### config.mk
export PLATFORM = sky130hd
export DESIGN_NAME = idct_shift_add_dp
export DESIGN_NICKNAME = d
export VERILOG_FILES = /design/src/rtl/idct_pkg.sv /design/src/rtl/idct_regfile.sv /design/src/rtl/idct_shifter.sv /design/src/rtl/idct_addsub.sv /design/src/rtl/idct_shift_add_dp.sv
export SDC_FILE = /design/constraint.sdc
export NUM_CORES = 1
export LEC_CHECK = 0
export BUFFER_PORTS_ARGS = -buffer_cell sky130_fd_sc_hd__buf_2
export CAP_MARGIN = 25
export CORE_ASPECT_RATIO = 0.5
export CORE_MARGIN = 10
export CORE_UTILIZATION = 39
export DETAILED_ROUTE_END_ITERATION = 10
export MAX_ROUTING_LAYER = met4
export PLACE_DENSITY_LB_ADDON = 0.15
export SYNTH_ARGS = -nofsm -noshare
export SYNTH_HDL_FRONTEND = slang
export SYNTH_SLANG_ARGS = --single-unit
### constraint.sdc
create_clock -name clk -period 7.35 [get_ports clk]
set_input_delay 0 -clock clk [delete_from_list [all_inputs] [get_ports clk]]
set_output_delay 0 -clock clk [all_outputs]
set_load 0.05 [all_outputs]
### src/rtl/idct_pkg.sv
package idct_pkg;
  localparam int WORD_W = 10;
  localparam int ENTRIES = 8;
  localparam int ADDR_W = $clog2(ENTRIES);

  typedef enum logic [1:0] {
    SH_PASS  = 2'b00,
    SH_ZERO  = 2'b01,
    SH_LEFT  = 2'b10,
    SH_RIGHT = 2'b11
  } shift_op_e;
endpackage

### src/rtl/idct_regfile.sv
module idct_regfile #(
  parameter int W = 10,
  parameter int N = 8,
  localparam int AW = $clog2(N)
) (
  input  logic          clk,
  input  logic          rst_n,
  input  logic          wr_en,
  input  logic [AW-1:0] wr_addr,
  input  logic [W-1:0]  wr_data,
  input  logic [AW-1:0] rd_a,
  input  logic [AW-1:0] rd_b,
  output logic [W-1:0]  q_a,
  output logic [W-1:0]  q_b
);
  logic [N-1:0][W-1:0] mem;

  for (genvar i = 0; i < N; i++) begin : g_entry
    always_ff @(posedge clk or negedge rst_n) begin
      if (!rst_n)
        mem[i] <= '0;
      else if (wr_en && wr_addr == AW'(i))
        mem[i] <= wr_data;
    end
  end

  assign q_a = mem[rd_a];
  assign q_b = mem[rd_b];

  // a write is visible in the addressed entry after the edge
  assert_write_lands_R2: assert property (@(posedge clk) disable iff (!rst_n)
    wr_en |=> mem[$past(wr_addr)] == $past(wr_data));

  // a disabled write leaves every entry untouched
  assert_hold_without_enable_R8: assert property (@(posedge clk) disable iff (!rst_n)
    !wr_en |=> $stable(mem));
endmodule

### src/rtl/idct_shifter.sv
module idct_shifter
  import idct_pkg::*;
#(
  parameter int W = 10
) (
  input  logic [1:0]   op,
  input  logic [W-1:0] x,
  output logic [W-1:0] y
);
  always_comb begin
    unique case (shift_op_e'(op))
      SH_PASS:  y = x;
      SH_ZERO:  y = '0;
      SH_LEFT:  y = {x[W-2:0], 1'b0};
      SH_RIGHT: y = {x[W-1], x[W-1:1]};
      default:  y = x;
    endcase
  end
endmodule

### src/rtl/idct_addsub.sv
module idct_addsub #(
  parameter int W = 10
) (
  input  logic [W-1:0] a,
  input  logic [W-1:0] b,
  input  logic         sub,
  output logic [W-1:0] y
);
  logic [W-1:0] b_x;

  assign b_x = b ^ {W{sub}};
  assign y   = a + b_x + W'(sub);
endmodule

### src/rtl/idct_shift_add_dp.sv
module idct_shift_add_dp
  import idct_pkg::*;
(
  input  logic              clk,
  input  logic              rst_n,
  input  logic [WORD_W-1:0] din,
  input  logic              wr_en,
  input  logic              wr_sel,
  input  logic [ADDR_W-1:0] wr_addr,
  input  logic [ADDR_W-1:0] rd_a,
  input  logic [ADDR_W-1:0] rd_b,
  input  logic [1:0]        sh_a,
  input  logic [1:0]        sh_b,
  input  logic              sub,
  input  logic [1:0]        sh_c,
  output logic [WORD_W-1:0] dout
);
  logic [WORD_W-1:0] q_a, q_b, op_a, op_b, sum, post;
  logic [WORD_W-1:0] r0a, r0b, r1, r2, wdata;

  assign wdata = wr_sel ? r2 : din;

  idct_regfile #(.W(WORD_W), .N(ENTRIES)) u_rf (
    .clk(clk), .rst_n(rst_n), .wr_en(wr_en), .wr_addr(wr_addr),
    .wr_data(wdata), .rd_a(rd_a), .rd_b(rd_b), .q_a(q_a), .q_b(q_b)
  );

  idct_shifter #(.W(WORD_W)) u_sh_a (.op(sh_a), .x(q_a), .y(op_a));
  idct_shifter #(.W(WORD_W)) u_sh_b (.op(sh_b), .x(q_b), .y(op_b));
  idct_addsub  #(.W(WORD_W)) u_alu  (.a(r0a), .b(r0b), .sub(sub), .y(sum));
  idct_shifter #(.W(WORD_W)) u_sh_c (.op(sh_c), .x(r1), .y(post));

  always_ff @(posedge clk or negedge rst_n) begin
    if (!rst_n) begin
      r0a <= '0;
      r0b <= '0;
      r1  <= '0;
      r2  <= '0;
    end else begin
      r0a <= op_a;
      r0b <= op_b;
      r1  <= sum;
      r2  <= post;
    end
  end

  assign dout = r2;

  // the zero code clears the result stage
  assert_zero_code_R4: assert property (@(posedge clk) disable iff (!rst_n)
    (sh_c == 2'b01) |=> dout == '0);

  // add and subtract wrap modulo 2^W
  assert_add_wraps_R5: assert property (@(posedge clk) disable iff (!rst_n)
    !sub |=> (r1 - $past(r0b)) == $past(r0a));
  assert_sub_wraps_R5: assert property (@(posedge clk) disable iff (!rst_n)
    sub |=> (r1 + $past(r0b)) == $past(r0a));

  // stage 1 reaches the output one edge later under pass
  assert_stage_latency_R6: assert property (@(posedge clk) disable iff (!rst_n)
    (sh_c == 2'b00) |=> dout == $past(r1));
endmodule

==> flow_metrics.tcl <==
set metrics [dict create \
    num-nets-final 631 \
    layout_commonest_cell "dfrtp_1" \
    clkTransAtPathRegs_ns 0.06 \
    die_h_um 109 \
    grt_overflow 0 \
    cp_slowest_stage_delay_ns 0.64 \
    peakVddDrop_mv 0.177 \
    vias 4378 \
    numCtsBuffers 17 \
    die-area_sq_mm 0.0217 \
    final_cell_mix "dfrtp_1, nor2_1, a21oi_1" \
    finalCriticalPeriod_ns 2.54 \
    cp_common_cell "a21oi_1" \
    switching_share 0.324 \
    pwr-share-clk 0.340 \
    dp_hpwl_um 10800 \
    track_usage 0.162 \
    crit_path_cell_trace "mux2_2, fa_1, a21oi_1, nor2_1, a2111oi_0, a21oi_1, xor2_1" \
    cp_max_fo 3 \
    finalHoldViolCount 0 \
    drc_errors 0 \
    grt_antenna_before_repair 1 \
    grt_first_pass_wirelength_um 25600 \
    wl_um 16100 \
    clock.fmax_ghz 0.394 \
    cp_num_buf_inv 0 \
    synth_compound_area_frac 0.123 \
    drt_iter0_drc 308 \
    hold_ws_ns 0.0617 \
    postSynthCellCount 555 \
    synth_area_leaders "dfrtp_1, mux4_2, mux2i_1" \
    area_growth_pct 16.3 \
    synth_top_family_by_area "multiplexers" \
    cts_tree "built" \
    yosys-mux-area-fraction 0.215 \
    synth_top_area_cell "dfrtp_1" \
    syn_area_per_cell_sq_um 11.2 \
    routedWlPerCell_um 19.9 \
    finalCritPeriodShare 0.346 \
    htree_levels 4 \
    gp_congestion 0.790 \
    ys_warn_count 0 \
    p_int_uw 1700 \
    design.core.area_sq_mm 0.0155 \
    viasPerCell 5.40 \
    synth-adder-area-share 0.0193 \
    clk_path_buf_depth 2 \
    rsz0062_at_grt "false" \
    rows 32 \
    setup_viol 0 \
    cp_top_family "compound AO/OA/AOI/OAI gates" \
    worstSetupPathType "reg2reg" \
    synth_top_area_share 0.482 \
    finalNonFillerCells 810 \
    drt-pass1-iter-count 4 \
    grt_pass1_vias 4392 \
    place_area_sq_mm 0.00657 \
    pin_count 40 \
    hold_path_class "in2reg" \
    slew-limit-headroom 0.338 \
    dp_cells 770 \
    grt_max_degree 63 \
    netlist-cell-type-count 41 \
    ant_nets 0 \
    cts-root-buf "clkbuf_16" \
    async_flop_share 1.00 \
    cp_slowest_cell "a2111oi_0" \
    critPathRequiredTime_ns 7.63 \
    crit_arrival_ns 2.82 \
    power_density_mw_per_mm2 348 \
    combPwrFrac 0.276 \
    outcome "complete, no violations" \
    worstMarginPinSlew_ns 0.988 \
    cts.sink_count 120 \
    synth_area_sq_mm 0.00623 \
    cap_viol_max_count 0 \
    yosys_register_bits 120 \
    synth-simple-area-share 0.100 \
    start_util 0.401 \
    drv_slew 0 \
    leakage_uw 0.00325 \
    final_area_sq_mm 0.00724 \
    skew_ns 0.0120 \
    seq_area_frac_synth 0.482 \
    p_seq_frac 0.384 \
    portBuffers 39 \
    die_w_um 199 \
    cp-end-kind "register" \
    start_kind "register" \
    clkLatencyLatePin_ns 0.41 \
    syn_nets 594 \
    power.switching_uw 815 \
    setup_tns_ns 0 \
    finish.utilization 0.466 \
    post_cts_buffers 0 \
    synthXorXnorAreaFrac 0.0267 \
    synth_edf_count 0 \
    drive_above_1_share 0.202 \
    synthFlopType "dfrtp_1" \
]
## Yosys cell counts (all sizes together) (7+ instances only)
| cell | number |
|---|---|
| buf | 11 |
| nor2 | 69 |
| mux2i | 34 |
| mux4 | 40 |
| o21ai | 47 |
| clkbuf | 24 |
| ha | 8 |
| dfrtp | 120 |
| o22ai | 7 |
| a21oi | 61 |
| nand2 | 57 |
| xor2 | 13 |
| a21o | 9 |
## path summary, 6_finish.rpt
kind | start | end | slack (ns) | depth (start not counted)
max | r0b[0] | r1[8] | 4.81 | 7
min | sh_b[0] | r0b[1] | 0.06 | 3
max reg2reg | r0b[0] | r1[8] | 4.81 | 7
min reg2reg | r0a[0] | r1[0] | 0.45 | 1
max in group asynchronous | rst_n | u_rf.mem[37] | 5.88 | 3
min in group asynchronous | rst_n | u_rf.mem[65] | 0.21 | 2
## layout make-up
type | count | area [sq um]
Fill cell | 1458 | 8290
Multi-Input combinational cell | 395 | 3030
Tap cell | 204 | 255
Clock buffer | 21 | 460
Sequential cell | 120 | 3000
Antenna cell | 1 | 2.50
Clock inverter | 11 | 146
Inverter | 5 | 18.8
Timing Repair Buffer | 53 | 325
## stage by stage
stage / worst slack, ns / total power (uW)
4_1_cts: 4.82 / 2540
5_1_grt: 4.67 / 2670
3_5_place_dp: 4.87 / 1670
6_report: 4.81 / 2520
2_1_floorplan: 5.02 / 1460
3_3_place_gp: 4.85 / 1660
## per-layer routing
layer	part of all wire	track usage	wire length (um)
met1	0.48	0.221	7700
met3	0.063	0.0387	1010
met4	0.0074	0.0438	120
met5	0	-	0
met2	0.45	0.237	7270
## flip-flops by register name (all words and copies together), names as in the netlist
register and count:
u_rf.mem 80, dout 10, r0a 10, r0b 10
r1 10
## worst register-to-register path, cell delays in order (launching register included)
cell	delay [ns]
dfrtp_1	0.36
mux2_2	0.38
fa_1	0.42
a21oi_1	0.23
nor2_1	0.07
a2111oi_0	0.64
a21oi_1	0.18
xor2_1	0.17
## power by group through the flow
stage	combinational, uW	sequential [uW]	clock [uW]
detailed placement	693	978	0
CTS	700	968	873
finish	696	967	855
global placement	687	970	0
floorplan	471	992	0
global route	775	990	902
## cell families after synthesis
kind of cell               after synthesis
AOI/OAI and AO/OA                      138
xor gates and xnor gates                19
buffers and inverters                   40
DFF                                    120
and+or+nand+nor                        150
adders and majority gates                9
muxes                                   79
## repair_timing
item | in CTS | in global routing
hold endpoints to repair | 79 | 0
endpoints found under the setup margin | 0 | 0
hold buffers | 6 | 0
resized for setup | 0 | 0
Power figures use the tool's default switching activity.
